## config.mk

```make
export PLATFORM = sky130hd
export DESIGN_NAME = trap_select
export DESIGN_NICKNAME = d
export VERILOG_FILES = /design/src/rtl/trap_sel_pkg.sv /design/src/rtl/nmi_flags.sv /design/src/rtl/line_rank.sv /design/src/rtl/trap_select.sv
export SDC_FILE = /design/constraint.sdc
export NUM_CORES = 1
export LEC_CHECK = 0
export ABC_CLOCK_PERIOD_IN_PS = 2700
export BUFFER_PORTS_ARGS = -buffer_cell sky130_fd_sc_hd__buf_2
export CAP_MARGIN = 30
export CORE_MARGIN = 4
export CORE_UTILIZATION = 38
export CTS_CLUSTER_SIZE = 20
export DETAILED_ROUTE_END_ITERATION = 8
export PLACE_DENSITY = 0.81
export SLEW_MARGIN = 20
export SYNTH_ARGS = -nofsm -noshare
export SYNTH_HDL_FRONTEND = slang
export SYNTH_SLANG_ARGS = --single-unit
```

## constraint.sdc

```tcl
create_clock -name clk -period 2.7 [get_ports clk]
set_clock_uncertainty 0.2 [all_clocks]
set_input_delay 0.54 -clock clk [delete_from_list [all_inputs] [get_ports clk]]
set_output_delay 0.54 -clock clk [all_outputs]
set_load 0.02 [all_outputs]
```

## src/rtl/trap_sel_pkg.sv

```systemverilog
package trap_sel_pkg;
  localparam int ID_W = 11;
  typedef logic [ID_W-1:0] trap_id_t;
  localparam trap_id_t LOAD_NMI_ID  = trap_id_t'(1024);
  localparam trap_id_t STORE_NMI_ID = trap_id_t'(1025);
  localparam int NMI_LOAD_IDX  = 0;
  localparam int NMI_STORE_IDX = 1;
  localparam int NMI_COUNT     = 2;
endpackage

```

## src/rtl/nmi_flags.sv

```systemverilog
module nmi_flags #(
  parameter int N = 2
) (
  input  logic         clk,
  input  logic         rst,
  input  logic [N-1:0] set_evt,
  input  logic         ack,
  input  logic [N-1:0] shown,
  output logic [N-1:0] pend
);
  for (genvar g = 0; g < N; g++) begin : g_flag
    always_ff @(posedge clk) begin
      if (rst) pend[g] <= 1'b0;
      else     pend[g] <= set_evt[g] | (pend[g] & ~(ack & shown[g]));
    end

    // a flag only drops through an acknowledge of its own presentation
    assert_nmi_sticky_R8: assert property (@(posedge clk) disable iff (rst)
      (pend[g] && !(ack && shown[g])) |=> pend[g]);
    assert_nmi_clear_R8: assert property (@(posedge clk) disable iff (rst)
      (pend[g] && ack && shown[g] && !set_evt[g]) |=> !pend[g]);
  end
endmodule

```

## src/rtl/line_rank.sv

```systemverilog
module line_rank #(
  parameter int NUM   = 32,
  parameter int TIMER = 7,
  parameter int IDW   = 11
) (
  input  logic [NUM-1:0] pending,
  input  logic [NUM-1:0] enable,
  input  logic           allow,
  output logic           hit,
  output logic [IDW-1:0] id
);
  logic [NUM-1:0] elig;
  logic [NUM-1:0] grant;

  assign elig = allow ? (pending & enable) : '0;

  always_comb begin
    logic found;
    found = 1'b0;
    grant = '0;
    for (int i = NUM - 1; i >= 0; i--) begin
      if (i != TIMER && elig[i] && !found) begin
        grant[i] = 1'b1;
        found    = 1'b1;
      end
    end
    if (!found && elig[TIMER]) grant[TIMER] = 1'b1;
  end

  always_comb begin
    id = '0;
    for (int i = 0; i < NUM; i++) begin
      if (grant[i]) id = id | IDW'(i);
    end
  end

  assign hit = |grant;

  // resolution never grants more than one line
  always_comb begin
    assert_grant_single_R3: assert ($onehot0(grant));
  end
endmodule

```

## src/rtl/trap_select.sv

```systemverilog
module trap_select
  import trap_sel_pkg::*;
#(
  parameter int NUM_LINES  = 32,
  parameter int TIMER_LINE = 7
) (
  input  logic                 clk,
  input  logic                 rst,
  input  logic [NUM_LINES-1:0] irq_pending,
  input  logic [NUM_LINES-1:0] irq_enable,
  input  logic                 mie,
  input  logic                 debug_mode,
  input  logic                 load_fault,
  input  logic                 store_fault,
  input  logic                 nmi_ack,
  output logic                 take,
  output logic [ID_W-1:0]      take_id
);
  localparam logic [NUM_LINES-1:0] TIMER_BIT = NUM_LINES'(1) << TIMER_LINE;

  logic [NMI_COUNT-1:0] nmi_pend;
  logic [NMI_COUNT-1:0] nmi_evt;
  logic [NMI_COUNT-1:0] nmi_shown;
  logic                 line_hit;
  trap_id_t             line_id;
  logic                 take_d;
  trap_id_t             id_d;

  assign nmi_evt[NMI_LOAD_IDX]    = load_fault;
  assign nmi_evt[NMI_STORE_IDX]   = store_fault;
  assign nmi_shown[NMI_LOAD_IDX]  = take && (take_id == LOAD_NMI_ID);
  assign nmi_shown[NMI_STORE_IDX] = take && (take_id == STORE_NMI_ID);

  nmi_flags #(.N(NMI_COUNT)) u_flags (
    .clk(clk), .rst(rst), .set_evt(nmi_evt), .ack(nmi_ack),
    .shown(nmi_shown), .pend(nmi_pend)
  );

  line_rank #(.NUM(NUM_LINES), .TIMER(TIMER_LINE), .IDW(ID_W)) u_rank (
    .pending(irq_pending), .enable(irq_enable), .allow(mie && !debug_mode),
    .hit(line_hit), .id(line_id)
  );

  always_comb begin
    take_d = 1'b0;
    id_d   = take_id;
    if (!debug_mode) begin
      if (nmi_pend[NMI_STORE_IDX]) begin
        take_d = 1'b1;
        id_d   = STORE_NMI_ID;
      end else if (nmi_pend[NMI_LOAD_IDX]) begin
        take_d = 1'b1;
        id_d   = LOAD_NMI_ID;
      end else if (line_hit) begin
        take_d = 1'b1;
        id_d   = line_id;
      end
    end
  end

  always_ff @(posedge clk) begin
    if (rst) begin
      take    <= 1'b0;
      take_id <= '0;
    end else begin
      take    <= take_d;
      take_id <= id_d;
    end
  end

  assert_dbg_quiet_R7: assert property (@(posedge clk) disable iff (rst)
    debug_mode |=> !take);
  assert_store_first_R1: assert property (@(posedge clk) disable iff (rst)
    (nmi_pend[NMI_STORE_IDX] && !debug_mode) |=> (take && take_id == STORE_NMI_ID));
  assert_load_second_R2: assert property (@(posedge clk) disable iff (rst)
    (nmi_pend[NMI_LOAD_IDX] && !nmi_pend[NMI_STORE_IDX] && !debug_mode)
      |=> (take && take_id == LOAD_NMI_ID));
  assert_timer_last_R4: assert property (@(posedge clk) disable iff (rst)
    (!debug_mode && mie && ((irq_pending & irq_enable & ~TIMER_BIT) != '0))
      |=> (take && take_id != trap_id_t'(TIMER_LINE)));
  assert_idle_hold_R10: assert property (@(posedge clk) disable iff (rst)
    (!debug_mode && nmi_pend == '0 && !line_hit) |=> (!take && $stable(take_id)));
endmodule

```

# Yosys cells after proc, flatten, opt, wreduce, memory -nomap -nowiden
# Cells that the tools add are included.
# word_totals
inputBits	71
reg_bits	14
out_inout_bits	12
# classes
n_eq_ne	2
mux	112
n_bitwise	10
n_reduce_logical	70
# op_table
operator	count
11-bit 2-to-1 mux	9
5-bit 2-to-1 mux	16
1-bit 2-to-1 mux	72
1-bit logical AND	34
32-bit AND	1
1-bit logical NOT	32
32-bit 2-to-1 mux	1
4-bit 2-to-1 mux	8
32-bit OR reduction	1
11-bit == test, second input constant	2
3-bit 2-to-1 mux	4
1-bit AND	4
2-bit 2-to-1 mux	2
4-bit nonzero test	1
1-bit inverter	3
1-bit bitwise OR	2
2-bit AND reduction	1
2-bit OR reduction	1

# Longest topological paths before layout
# depth
depth_word	131
depth_mapped	6

# Cells and area by module
# Synthesis repeated with hierarchy kept, for this count alone.
# hier_totals
hier_cells	151
area_unflattened_um2	1157.4
# modules_own_cells
module	area_each_um2	n_inst	cells_each	seq_area_each_um2
line_rank	614.3	1	98	0.0
trap_select	470.5	1	45	240.2
nmi_flags	72.6	1	8	40.0

# Worst setup path after synthesis
# Ideal clock, no wire load.
# synth_path
kind	input port to flip-flop
from	input irq_pending[29]
to	register take_id[1]
n_path_buf	0
cell_stages	6
slack_ps	441
arrival_time_ps	1924
path_cell_list	a22o_1 nor4_4 nand2_4 o31ai_4 or4_2 o32ai_2
# synth_via
elab_chain_len	125
word_cells_on_any_way	162
cone_classes	99 x mux; 1 x bitwise; 62 x reduce/logical
# synth_rtl
element	line_no	source
start: declaration	trap_select.sv:9	input logic [NUM_LINES-1:0] irq_pending,
32-bit AND *	line_rank.sv:15	assign elig = allow ? (pending & enable) : '0;
32-bit 2-to-1 mux *	line_rank.sv:15	
1-bit logical AND *	line_rank.sv:22	if (i != TIMER && elig[i] && !found) begin
1-bit 2-to-1 mux	line_rank.sv:22	
1-bit logical NOT	line_rank.sv:22	
1-bit logical AND	line_rank.sv:22	
1-bit 2-to-1 mux	line_rank.sv:22	
1-bit logical NOT	line_rank.sv:22	
[... 109 more ...]	-	
11-bit 2-to-1 mux	trap_select.sv:51	end else if (nmi_pend[NMI_LOAD_IDX]) begin
11-bit 2-to-1 mux	trap_select.sv:48	if (nmi_pend[NMI_STORE_IDX]) begin
11-bit 2-to-1 mux	trap_select.sv:47	if (!debug_mode) begin
11-bit 2-to-1 mux	trap_select.sv:51	
11-bit 2-to-1 mux	trap_select.sv:48	
11-bit 2-to-1 mux	trap_select.sv:47	
11-bit 2-to-1 mux	trap_select.sv:48	
11-bit 2-to-1 mux	trap_select.sv:47	
end signal: assignment	trap_select.sv:67	take_id <= id_d;
end: declaration	trap_select.sv:17	output logic [ID_W-1:0] take_id
# Every way passes the cells marked *; elsewhere a longest branch is shown, timed or not. The select of a mux whose other input is x is not followed.
# A chain may end at the register's enable or synchronous reset.

# Worst setup path in the final report
# layout_path
from	input irq_pending[6]
to	register take_id[1]
# layout_via
elab_chain_len	59
word_cells_on_any_way	74
cone_classes	55 x mux; 1 x bitwise; 18 x reduce/logical
# layout_rtl
element	line_no
32-bit AND *	line_rank.sv:15
32-bit 2-to-1 mux *	line_rank.sv:15
1-bit logical AND *	line_rank.sv:22
1-bit 2-to-1 mux	line_rank.sv:22
1-bit logical NOT	line_rank.sv:22
1-bit logical AND	line_rank.sv:22
1-bit 2-to-1 mux	line_rank.sv:22
1-bit logical NOT	line_rank.sv:22
[... 43 more ...]	-
11-bit 2-to-1 mux	trap_select.sv:51
11-bit 2-to-1 mux	trap_select.sv:48
11-bit 2-to-1 mux	trap_select.sv:47
11-bit 2-to-1 mux	trap_select.sv:51
11-bit 2-to-1 mux	trap_select.sv:48
11-bit 2-to-1 mux	trap_select.sv:47
11-bit 2-to-1 mux	trap_select.sv:48
11-bit 2-to-1 mux	trap_select.sv:47
# Marks and branches as above.

==> results by group <==
Status
  – Status: finished clean

Synthesis
  – Synth async-reset ratio: 0%
  – Synth cell types: 41
  – Seq/Total Area, Yosys: 18.7%
  – Most frequent cell after synthesis: nand2_1
  – Post-Syn Area: 963 um2
  – Top FF cell, synth: dfxtp_1
  – Flops & latches, synth: 9
  – Gate Count Post-Synth: 127
  – Yosys top cell area share: around a fifth
  – Synth area leader: dfxtp_1
  – EDFF count, synth: 0
  – Most frequent cells after synthesis: 19 x nand2_1, 11 x a22oi_1, 9 x dfxtp_1, 8 x a22o_1
  – Synth warnings: 0
  – Synth top area cells: dfxtp_1 19%, a22oi_1 8.6%, nand2_1 7.4%, a22o_1 7.3%, a32oi_1 4.5%
  – Syn Area/Cell: 7.59 um2

Clock network
  – CTS tree: done
  – PostCTS Resize Cnt: 0
  – Clock Latency Late Sink: 0.26 ns
  – Clock buffer count from CTS: 3
  – Cts-stage hold buffer count: 0
  – Htree depth: 1
  – Clock Sink Count: 9
  – Max clock buf depth: 2
  – Clock Tree Root: clkbuf_4
  – Reg clk slew, reported paths: 0.06 ns
  – Post-CTS Setup Inserts: 0

Layout
  – Area delta synth->final: 45.2%
  – Fill count: 237
  – Nets: 280
  – Multi-input logic area: 749 um2
  – Final non-filler cell total: between 200 and 250
  – # diodes: 0
  – Final Cell Area: 1400 um2
  – Reg area: 180 um2
  – Ratio of cells with drive above 1 in the final layout: 44.2%

Worst hold path
  – Hold Crit Class: reg -> reg

Floorplan
  – DIE WIDTH: between 50 and 60 um
  – Core Region: 2320 um2
  – Boundary Pins: 83
  – Row Count: 17
  – Die area: 3400 um2
  – Die H: slightly below 60 um
  – Starting density of the core: 41.6%

Route
  – DR WL/cell: 14.0 um
  – Drt first pass iters: 4
  – Drc violations: 0
  – Antenna violation net count after detailed routing: 0
  – Total Wirelength: 3.30 mm
  – Initial DRC Count: 26
  – Post-DR vias/cell: around 5.8
  – Vias post-DR: ~1400

Timing
  – Fmax: 442 MHz
  – Setup TNS: 0 ns
  – Fin. max-slew vios: 0
  – Count of final setup violators: 0
  – Hold slack: 0.280 ns
  – Unrepaired setup endpoints after global routing: false
  – Hold Fails Final Rpt: 0
  – Tmin final: ~2.3 ns
  – Final worst path period share: between 80% and 90%

Critical path
  – Worst setup EP type: register
  – CP Data Required Time: 2.68 ns
  – FF-to-FF setup slack: 1.28 ns
  – Startpoint Class: input port
  – Crit Path Category: in -> reg
  – Worst EP arrival: about 2.3 ns
  – Max FO, Critical Path: 8

Global route
  – GRT Util Overall: 19.7%
  – Largest net degree at the start of global routing: 11
  – First-pass GRT wire length: between 5 and 6 mm
  – Vias in the first global route: 1364
  – Grt total ovfl: 0
  – Initial antenna violation count: 0

Place
  – Inst Count DP: approximately 230
  – GPL Wtd Cong: 0.980
  – Placed Area: ~1400 um2
  – Port buffer count: 77
  – DP HPWL: 2.94 mm

Flow run
  – Max cap viols: 0

Power and ir drop
  – Overall power: 0.443 mW
  – Leak: 0.663 nW
  – PwrDens: 317 nW/um2
  – Max rail drop VDD: 184 uV
==> power breakdown <==
part / total, mW / switching (mW) / internal [mW] / leakage [nW]
Sequential: 0.148 / 0.00730 / 0.141 / 0.0741
Combinational: 0.191 / 0.102 / 0.0886 / 0.574
Clock: 0.104 / 0.0474 / 0.0570 / 0.0150
Total: 0.443 / 0.157 / 0.286 / 0.663
==> routing by layer <==
layer	global-route usage, %	vias up	share of wire, %
met5	0	-	0
met4	5.96	0	1.2
met3	2.19	5	7.0
met2	39.2	56	54
met1	21.2	620	38
li1	-	677	-
==> placed cells by master, fill, tap and decap left out, types with 2 or more instances in the layout <==
cell / synthesis / routed
buf_4: 5 / 2
a21o_1: 2 / 2
o221ai_1: 2 / 2
buf_2: 0 / 77
nand3_1: 5 / 5
a22oi_1: 11 / 11
o21ai_0: 6 / 6
dfxtp_1: 9 / 9
a31oi_1: 4 / 4
nor2_1: 7 / 7
conb_1: 1 / 5
nand4_1: 5 / 5
inv_1: 2 / 2
a32oi_1: 5 / 5
clkbuf_4: 0 / 3
a21oi_1: 7 / 7
nand2_1: 19 / 19
nor3_1: 3 / 3
a22o_1: 8 / 8
and4_1: 2 / 2
o21bai_1: 2 / 2
==> logic make-up (layout without fill, tap and decap cells) <==
family	count (synthesis)	count (layout)	synth area share, %
flip-flops	9	9	18.7
AND/OR/NAND/NOR	50	50	27.9
buffers and inverters	8	85	5.07
other	1	5	0.389
AO/OA/AOI/OAI	59	59	47.9
==> area by class of cell <==
cell class	count	share of cell area (%)
well taps	28	2.50
repair buffers	79	28.6
inverters	2	0.537
multi-input cells	114	53.6
clock buffers	4	1.88
flip-flops and latches	9	12.9
==> sequential cells by signal, summed over array words and instances, names as in the netlist <==
name and count:
take_id 6, u_flags.pend 2, take 1
==> critical path, stage by stage <==
cell and delay (ns):
buf_2 0.10, a222oi_1 0.45, or3b_1 0.48, o31ai_4 0.38, nand2_2 0.10, o32ai_2 0.19
==> per-stage QoR <==
stage | util (%) | setup WS, ns
after floorplan | - | 0.441
after global placement | 59.2 | 0.233
after detailed placement | 59.2 | 0.180
after CTS | 60.3 | 0.458
after global routing | 60.3 | 0.233
final | 60.3 | 0.435
==> path summary, 6_finish.rpt <==
check | cells past startpoint | start | endpoint
worst max-delay path | 6 | irq_pending[6] | take_id[1]
worst min-delay path | 2 | take_id[3] | take_id[3]
worst max register to register | 2 | u_flags.pend[0] | take_id[1]
worst min register to register | 2 | take_id[3] | take_id[3]
(Power assumes the default switching activity.)
